**config.mk**
```make
export PLATFORM = sky130hd
export DESIGN_NAME = gcop_regfile
export DESIGN_NICKNAME = d
export VERILOG_FILES = /design/src/rtl/gcop_pkg.sv /design/src/rtl/gcop_wr_xform.sv /design/src/rtl/gcop_lzc.sv /design/src/rtl/gcop_clamp.sv /design/src/rtl/gcop_regfile.sv
export SDC_FILE = /design/constraint.sdc
export NUM_CORES = 2
export LEC_CHECK = 0
export BUFFER_PORTS_ARGS = -buffer_cell sky130_fd_sc_hd__buf_2
export CELL_PAD_IN_SITES_DETAIL_PLACEMENT = 0
export CELL_PAD_IN_SITES_GLOBAL_PLACEMENT = 1
export CORE_MARGIN = 2
export CORE_UTILIZATION = 30
export CTS_CLUSTER_SIZE = 25
export DETAILED_ROUTE_END_ITERATION = 8
export PLACE_DENSITY_LB_ADDON = 0.1
export SLEW_MARGIN = 20
export SYNTH_ARGS = -nofsm -noshare
export SYNTH_HDL_FRONTEND = slang
export SYNTH_SLANG_ARGS = --single-unit
```
**constraint.sdc**
```tcl
create_clock -name clk -period 8.5 [get_ports clk]
set_input_delay 0.425 -clock clk [delete_from_list [all_inputs] [get_ports clk]]
set_output_delay 0.425 -clock clk [all_outputs]
set_load 0.05 [all_outputs]
```
**src/rtl/gcop_pkg.sv**
```systemverilog
package gcop_pkg;
  localparam int REG_W  = 32;
  localparam int REG_N  = 64;
  localparam int ADDR_W = $clog2(REG_N);
  localparam int HALF_W = REG_W / 2;
  localparam int CH_W   = 5;
  localparam int CH_SH  = 7;
  localparam int LZ_W   = $clog2(REG_W + 1);

  localparam int A_IR1 = 9,  A_IR2 = 10, A_IR3 = 11;
  localparam int A_XY0 = 12, A_XY1 = 13, A_XY2 = 14;
  localparam int A_Z0  = 16, A_Z1  = 17, A_Z2  = 18, A_Z3 = 19;
  localparam int A_C0  = 20, A_C1  = 21, A_C2  = 22;
  localparam int A_CIN = 28, A_LZS = 30, A_LZR = 31, A_FLG = 63;

  localparam int F_SY = 13, F_SX = 14, F_SZ = 18, F_ERR = 31;

  typedef enum logic [2:0] {
    WK_PLAIN, WK_SEXT, WK_ZEXT, WK_XYPUSH, WK_COLOR, WK_LZC, WK_IGNORE, WK_FLAG
  } wkind_t;

  function automatic logic [REG_W-1:0] flag_fix(input logic [REG_W-1:0] f);
    logic [REG_W-1:0] r;
    r = {1'b0, f[30:12], 12'b0};
    r[F_ERR] = (|r[30:23]) | (|r[18:13]);
    return r;
  endfunction

  function automatic logic [CH_W-1:0] ch_pack(input logic [HALF_W-1:0] ir);
    logic [HALF_W-1:0] q;
    q = ir >> CH_SH;
    if (ir[HALF_W-1])           return '0;
    else if (q > 16'(2**CH_W-1)) return '1;
    else                        return q[CH_W-1:0];
  endfunction
endpackage

```
**src/rtl/gcop_wr_xform.sv**
```systemverilog
module gcop_wr_xform
  import gcop_pkg::*;
(
  input  logic [ADDR_W-1:0] addr,
  input  logic [REG_W-1:0]  data,
  output wkind_t            kind,
  output logic [REG_W-1:0]  xval
);
  always_comb begin
    unique case (addr)
      6'd1, 6'd3, 6'd5, 6'd8, 6'd9, 6'd10, 6'd11, 6'd36, 6'd44,
      6'd52, 6'd58, 6'd59, 6'd61, 6'd62: kind = WK_SEXT;
      6'd7, 6'd16, 6'd17, 6'd18, 6'd19:  kind = WK_ZEXT;
      6'd15:                             kind = WK_XYPUSH;
      6'd28:                             kind = WK_COLOR;
      6'd30:                             kind = WK_LZC;
      6'd29, 6'd31:                      kind = WK_IGNORE;
      6'd63:                             kind = WK_FLAG;
      default:                           kind = WK_PLAIN;
    endcase
  end

  always_comb begin
    unique case (kind)
      WK_SEXT:  xval = {{HALF_W{data[HALF_W-1]}}, data[HALF_W-1:0]};
      WK_ZEXT:  xval = {{HALF_W{1'b0}}, data[HALF_W-1:0]};
      WK_COLOR: xval = {{(REG_W-3*CH_W){1'b0}}, data[3*CH_W-1:0]};
      WK_FLAG:  xval = flag_fix(data);
      default:  xval = data;
    endcase
  end
endmodule

```
**src/rtl/gcop_lzc.sv**
```systemverilog
module gcop_lzc #(
  parameter int W  = 32,
  localparam int CW = $clog2(W + 1)
) (
  input  logic [W-1:0]  din,
  output logic [CW-1:0] cnt
);
  logic [W-1:0] v;
  always_comb begin
    v   = din[W-1] ? ~din : din;
    cnt = CW'(W);
    for (int i = 0; i < W; i++)
      if (v[i]) cnt = CW'(W - 1 - i);
  end
endmodule

```
**src/rtl/gcop_clamp.sv**
```systemverilog
module gcop_clamp #(
  parameter int IN_W  = 32,
  parameter int OUT_W = 16,
  parameter int LO    = -1024,
  parameter int HI    = 1023
) (
  input  logic signed [IN_W-1:0] din,
  output logic [OUT_W-1:0]       dout,
  output logic                   sat
);
  logic signed [IN_W-1:0] c;
  always_comb begin
    sat = 1'b1;
    if (din < IN_W'(LO))      c = IN_W'(LO);
    else if (din > IN_W'(HI)) c = IN_W'(HI);
    else begin
      c   = din;
      sat = 1'b0;
    end
    dout = c[OUT_W-1:0];
  end
endmodule

```
**src/rtl/gcop_regfile.sv**
```systemverilog
module gcop_regfile
  import gcop_pkg::*;
#(
  parameter int PUSH_W = 32
) (
  input  logic              clk,
  input  logic              rst_n,
  input  logic              cpu_wr_en,
  input  logic [5:0]        cpu_wr_addr,
  input  logic [31:0]       cpu_wr_data,
  input  logic [5:0]        cpu_rd_addr,
  output logic [31:0]       cpu_rd_data,
  input  logic              xy_valid,
  output logic              xy_ready,
  input  logic [PUSH_W-1:0] xy_x,
  input  logic [PUSH_W-1:0] xy_y,
  input  logic              z_valid,
  output logic              z_ready,
  input  logic [PUSH_W-1:0] z_val,
  input  logic              col_valid,
  output logic              col_ready,
  input  logic [31:0]       col_data
);
  logic [REG_W-1:0] rf [REG_N];

  wkind_t           wkind;
  logic [REG_W-1:0] wxval;
  logic [LZ_W-1:0]  lz_cnt;
  logic [HALF_W-1:0] cx, cy, cz;
  logic             sx, sy, sz;
  logic             xy_fire, z_fire, col_fire;
  logic [REG_W-1:0] push_flags;

  gcop_wr_xform u_xf (.addr(cpu_wr_addr), .data(cpu_wr_data), .kind(wkind), .xval(wxval));
  gcop_lzc #(.W(REG_W)) u_lz (.din(cpu_wr_data), .cnt(lz_cnt));

  gcop_clamp #(.IN_W(PUSH_W), .OUT_W(HALF_W), .LO(-1024), .HI(1023))
    u_cx (.din(xy_x), .dout(cx), .sat(sx));
  gcop_clamp #(.IN_W(PUSH_W), .OUT_W(HALF_W), .LO(-1024), .HI(1023))
    u_cy (.din(xy_y), .dout(cy), .sat(sy));
  gcop_clamp #(.IN_W(PUSH_W), .OUT_W(HALF_W), .LO(0), .HI(65535))
    u_cz (.din(z_val), .dout(cz), .sat(sz));

  // CPU port owns the file in any cycle it writes.
  assign xy_ready  = ~cpu_wr_en;
  assign z_ready   = ~cpu_wr_en;
  assign col_ready = ~cpu_wr_en;
  assign xy_fire   = xy_valid  & xy_ready;
  assign z_fire    = z_valid   & z_ready;
  assign col_fire  = col_valid & col_ready;

  always_comb begin
    push_flags       = '0;
    push_flags[F_SX] = xy_fire & sx;
    push_flags[F_SY] = xy_fire & sy;
    push_flags[F_SZ] = z_fire  & sz;
  end

  always_ff @(posedge clk) begin
    if (!rst_n) begin
      for (int i = 0; i < REG_N; i++) rf[i] <= '0;
    end else if (cpu_wr_en) begin
      unique case (wkind)
        WK_XYPUSH: begin
          rf[A_XY0] <= rf[A_XY1];
          rf[A_XY1] <= rf[A_XY2];
          rf[A_XY2] <= cpu_wr_data;
        end
        WK_COLOR: begin
          rf[A_CIN] <= wxval;
          rf[A_IR1] <= {{(REG_W-CH_W-CH_SH){1'b0}}, cpu_wr_data[CH_W-1:0],        {CH_SH{1'b0}}};
          rf[A_IR2] <= {{(REG_W-CH_W-CH_SH){1'b0}}, cpu_wr_data[2*CH_W-1:CH_W],   {CH_SH{1'b0}}};
          rf[A_IR3] <= {{(REG_W-CH_W-CH_SH){1'b0}}, cpu_wr_data[3*CH_W-1:2*CH_W], {CH_SH{1'b0}}};
        end
        WK_LZC: begin
          rf[A_LZS] <= cpu_wr_data;
          rf[A_LZR] <= REG_W'(lz_cnt);
        end
        WK_IGNORE: ;
        default: rf[cpu_wr_addr] <= wxval;
      endcase
    end else begin
      if (xy_fire) begin
        rf[A_XY0] <= rf[A_XY1];
        rf[A_XY1] <= rf[A_XY2];
        rf[A_XY2] <= {cy, cx};
      end
      if (z_fire) begin
        rf[A_Z0] <= rf[A_Z1];
        rf[A_Z1] <= rf[A_Z2];
        rf[A_Z2] <= rf[A_Z3];
        rf[A_Z3] <= {{HALF_W{1'b0}}, cz};
      end
      if (col_fire) begin
        rf[A_C0] <= rf[A_C1];
        rf[A_C1] <= rf[A_C2];
        rf[A_C2] <= col_data;
      end
      if (xy_fire | z_fire)
        rf[A_FLG] <= flag_fix(rf[A_FLG] | push_flags);
    end
  end

  always_comb begin
    unique case (cpu_rd_addr)
      6'd15:        cpu_rd_data = rf[A_XY2];
      6'd28, 6'd29: cpu_rd_data = {{(REG_W-3*CH_W){1'b0}},
                                   ch_pack(rf[A_IR3][HALF_W-1:0]),
                                   ch_pack(rf[A_IR2][HALF_W-1:0]),
                                   ch_pack(rf[A_IR1][HALF_W-1:0])};
      default:      cpu_rd_data = rf[cpu_rd_addr];
    endcase
  end

  // CPU push into the XY queue shifts it by one place
  assert_xy_cpu_shift_R4: assert property (@(posedge clk) disable iff (!rst_n)
    cpu_wr_en && cpu_wr_addr == 6'd15 |=>
      rf[A_XY2] == $past(cpu_wr_data) && rf[A_XY1] == $past(rf[A_XY2]));

  // read-only count register holds across a direct write
  assert_lzr_hold_R8: assert property (@(posedge clk) disable iff (!rst_n)
    cpu_wr_en && cpu_wr_addr == 6'd31 |=> rf[A_LZR] == $past(rf[A_LZR]));

  // count never exceeds the word width
  assert_lzr_range_R7: assert property (@(posedge clk) disable iff (!rst_n)
    rf[A_LZR] <= REG_W);

  // status word keeps low bits clear and its summary bit consistent
  assert_flag_shape_R9: assert property (@(posedge clk) disable iff (!rst_n)
    rf[A_FLG][11:0] == 12'h0 &&
    rf[A_FLG][F_ERR] == ((|rf[A_FLG][30:23]) | (|rf[A_FLG][18:13])));

  // Z push lands a value in 0..65535
  assert_z_range_R10: assert property (@(posedge clk) disable iff (!rst_n)
    z_valid && !cpu_wr_en |=> rf[A_Z3][31:16] == 16'h0);

  // XY push lands both halves in -1024..1023
  assert_xy_range_R11: assert property (@(posedge clk) disable iff (!rst_n)
    xy_valid && !cpu_wr_en |=>
      $signed(rf[A_XY2][15:0]) >= -16'sd1024 && $signed(rf[A_XY2][15:0]) <= 16'sd1023 &&
      $signed(rf[A_XY2][31:16]) >= -16'sd1024 && $signed(rf[A_XY2][31:16]) <= 16'sd1023);

  // a blocked colour push leaves the colour queue alone
  assert_col_blocked_R13: assert property (@(posedge clk) disable iff (!rst_n)
    col_valid && cpu_wr_en && (cpu_wr_addr < 6'd20 || cpu_wr_addr > 6'd22) |=>
      $stable(rf[A_C2]));
endmodule

```
==> flow_metrics.tcl <==
set metrics [dict create \
    path_max_fanout 86 \
    yosys_most_used_dff "edfxtp_1" \
    reg2regPathDepth 5 \
    synth_top_area_cell "edfxtp_1" \
    drive_above_1_share_pct 23.3 \
    critical_path.startpoint_type "primary input" \
    p_sw_uw 6230 \
    internal-power_uw 17900 \
    totalNegativeSetupSlack_ns 0 \
    numPortBuffers 212 \
    antenna_found_initial 14 \
    cp_data_required_time_ns 8.08 \
    critPathArrivalTime_ns 4.25 \
    resized_after_cts 0 \
    synth-seq-cells 2048 \
    globalplace.congestion 0.814 \
    final_antenna_net_count 0 \
    cts_root_buf "clkbuf_16" \
    tightest_slew_ns 1.19 \
    maxSlewViolCount 0 \
    starting_utilization_of_the_core_area_pct 30.2 \
    grt_pass1_wl_mm 494 \
    report.final.hold_viol_count 0 \
    min_path_type "primary input to flop" \
    hpwlAfterDp_mm 214 \
    combinational_share_of_power_pct 10.5 \
    result_of_the_run "completed" \
    power.switching_fraction_pct 25.8 \
    number_of_drc_violations_after_detailed_routing_iteration_0 6358 \
    numCtsBuffers 238 \
    synth.top_cell.area_share_pct 67.8 \
    place_ws_ns 3.35 \
    clock_power_share_pct 40.1 \
    die-height_um 554 \
    rows 201 \
    clock-skew-final_ns 0.0321 \
    pin_count_of_the_biggest_net_entering_global_routing 104 \
    worst_skew_pair.late_latency_ns 0.90 \
    maxCapViolations 0 \
    first_global_vias 56093 \
    total_length_of_routed_wires_mm 360 \
    die_width_um 554 \
    power_frac_seq_pct 49.3 \
    timing.final.setup_violations 0 \
    post_cts_hold_buffer_count 48 \
    synthesis.yosys.warnings 0 \
    syn_std_cell_area_sq_um 90700 \
    route.vias.total 55918 \
    die_outline_area_sq_um 307000 \
    wire_per_inst_um 34.3 \
    aggregate_global_routing_overflow 0 \
    drt-pass1-iter-count 5 \
    htree_levels 4 \
    drc 0 \
    post-route-period-util_pct 55.0 \
    tritoncts "yes" \
    synth_area_leaders "edfxtp_1 (68%), mux4_2 (16%), nor2_1 (6.7%)" \
    cts.repair_timing.setup_buffer_count 0 \
    setup.worst_path.end_class "output port" \
    syn_area_per_cell_sq_um 14.9 \
    cts.reportedPaths.clkPinSlew_ns 0.06 \
    total_leakage_power_uw 0.0358 \
    synth_enable_flop_cells 2048 \
    top_level_ports 213 \
    synth_cell_type_count 61 \
    setup_repair_after_global_routing_missed_its_margin "no" \
    fin_crit_ns 4.68 \
    global_route_total_usage_across_every_layer_pct 23.2 \
    hold_path_depth 3 \
    max_slew_margin_pct 20.2 \
    buffer_levels_on_the_longest_clock_path 4 \
    power_density_nw_per_um2 231 \
    largest_register_ffs 2048 \
    syn2layout_area_growth_pct 15.4 \
    registers.top_by_ff_count "rf" \
    layout_setup_ws_ns 3.82 \
    critPathKind "primary input to output port" \
    layout.core_utilization_pct 34.8 \
    final.hold.worst_slack_ns 0.0721 \
    num-fill-cells 28912 \
    instance_count_of_the_mapped_netlist 6076 \
    layout.nets 6497 \
    synthArstFlopShare_pct 0 \
    core_area_sq_um 300000 \
    vdd.ir_drop.worst_mv 0.159 \
    reg_top3 "rf x2048" \
    synth-seq-area-share_pct 67.8 \
    routed_via_density 5.34 \
    fmax_mhz 214 \
    clkSinkCount 2048 \
]
==> power groups by stage <==
stage / Combinational (uW) / Clock [uW] / Sequential (uW)
2_1_floorplan: 1390 / 0 / 12000
3_3_place_gp: 2550 / 0 / 12100
3_5_place_dp: 2550 / 0 / 12100
4_1_cts: 2570 / 9890 / 11900
5_1_grt: 2630 / 10300 / 11900
6_report: 2540 / 9690 / 11900
==> layout make-up <==
type | instances | area, sq um | share of cell area, %
timing repair buffer | 460 | 3230 | 3.08
antenna | 17 | 42.5 | 0.0407
clock inverter | 130 | 850 | 0.812
sequential | 2048 | 61500 | 58.8
tap | 3958 | 4950 | 4.73
inverter | 16 | 60.1 | 0.0574
clock buffer | 294 | 6230 | 5.95
multi-input combinational | 3555 | 27800 | 26.5
==> routing by layer <==
metal  share of wire (%)  vias to the layer above  global-route usage (%)
li1                    -                    23165                       -
met1                  43                    30449                    31.9
met2                  49                     1925                    39.2
met3                 5.6                      375                    3.09
met4                 1.9                        4                    4.61
met5              0.0075                        -                       0
==> critical path, stage by stage <==
cell     delay (ns)
buf_8          0.52
buf_12         0.69
mux4_2         0.61
mux4_2         0.65
mux4_2         0.52
nand2_1        0.09
nand3_1        0.22
buf_2          0.30
==> placed cells by master (no fill, tap or decap), types with 16 or more instances in the layout <==
cell type / n
nand3_1: 34
edfxtp_1: 2048
mux2i_1: 35
clkbuf_1: 53
nor2_1: 1606
buf_2: 205
o21ai_0: 277
clkbuf_16: 241
o22ai_1: 38
buf_4: 192
nor3_1: 34
nand2_1: 317
diode_2: 17
a21oi_4: 16
clkinv_2: 55
conb_1: 151
nand2_4: 21
nand2_2: 73
and3_1: 81
clkinv_1: 57
a21oi_1: 28
mux4_2: 646
dlygate4sd3_1: 48
nor4_1: 22
==> metrics by stage <==
step,std cells,cell area (sq um),power (uW)
floorplan,6226,91300,13400
global placement,9989,97000,14600
detailed placement,9989,97000,14700
CTS,10461,105000,24400
global route,10468,105000,24800
finish,10478,105000,24100
==> path summary, 6_finish.rpt <==
kind	end	startpoint	slack, ns
worst max-delay path	cpu_rd_data[12]	cpu_rd_addr[0]	3.82
worst min-delay path	rf[22][11]	col_data[11]	0.07
worst max register to register	rf[63][31]	rf[63][27]	6.27
worst min register to register	rf[17][0]	rf[18][0]	0.54
==> synthesized netlist by cell type (3+ instances only) <==
cell type	count
edfxtp_1	2048
nor2_1	1609
mux4_2	646
clkbuf_1	418
nand2_1	411
o21ai_0	282
buf_2	114
and3_1	83
buf_1	55
o22ai_1	38
nand3_1	37
nor3_1	36
mux2i_1	35
a21oi_1	34
nor4_1	25
buf_4	17
a211oi_1	14
a22o_1	14
nor2b_1	13
inv_1	12
nand4_1	12
o221ai_1	11
a21oi_2	10
nand2b_1	10
o21a_1	9
or3_1	9
and2_1	8
or4_1	7
nor3b_1	5
a22oi_1	4
a31oi_1	3
a32o_1	3
and4_1	3
buf_6	3
clkinv_1	3
o21ai_1	3
o31a_1	3
==> cells by family (layout without fill, tap and decap cells) <==
| group | Yosys count | count (layout) | share of synthesized area [%] |
|---|---|---|---|
| compound gates | 443 | 443 | 2.82 |
| mux | 682 | 682 | 16.4 |
| flops | 2048 | 2048 | 67.8 |
| other cells | 1 | 168 | 0.00413 |
| simple gates | 2277 | 2277 | 10.1 |
| xor+xnor | 2 | 2 | 0.0193 |
| buf+inv | 623 | 900 | 2.83 |
No activity file was read; power rests on OpenSTA's default activity.
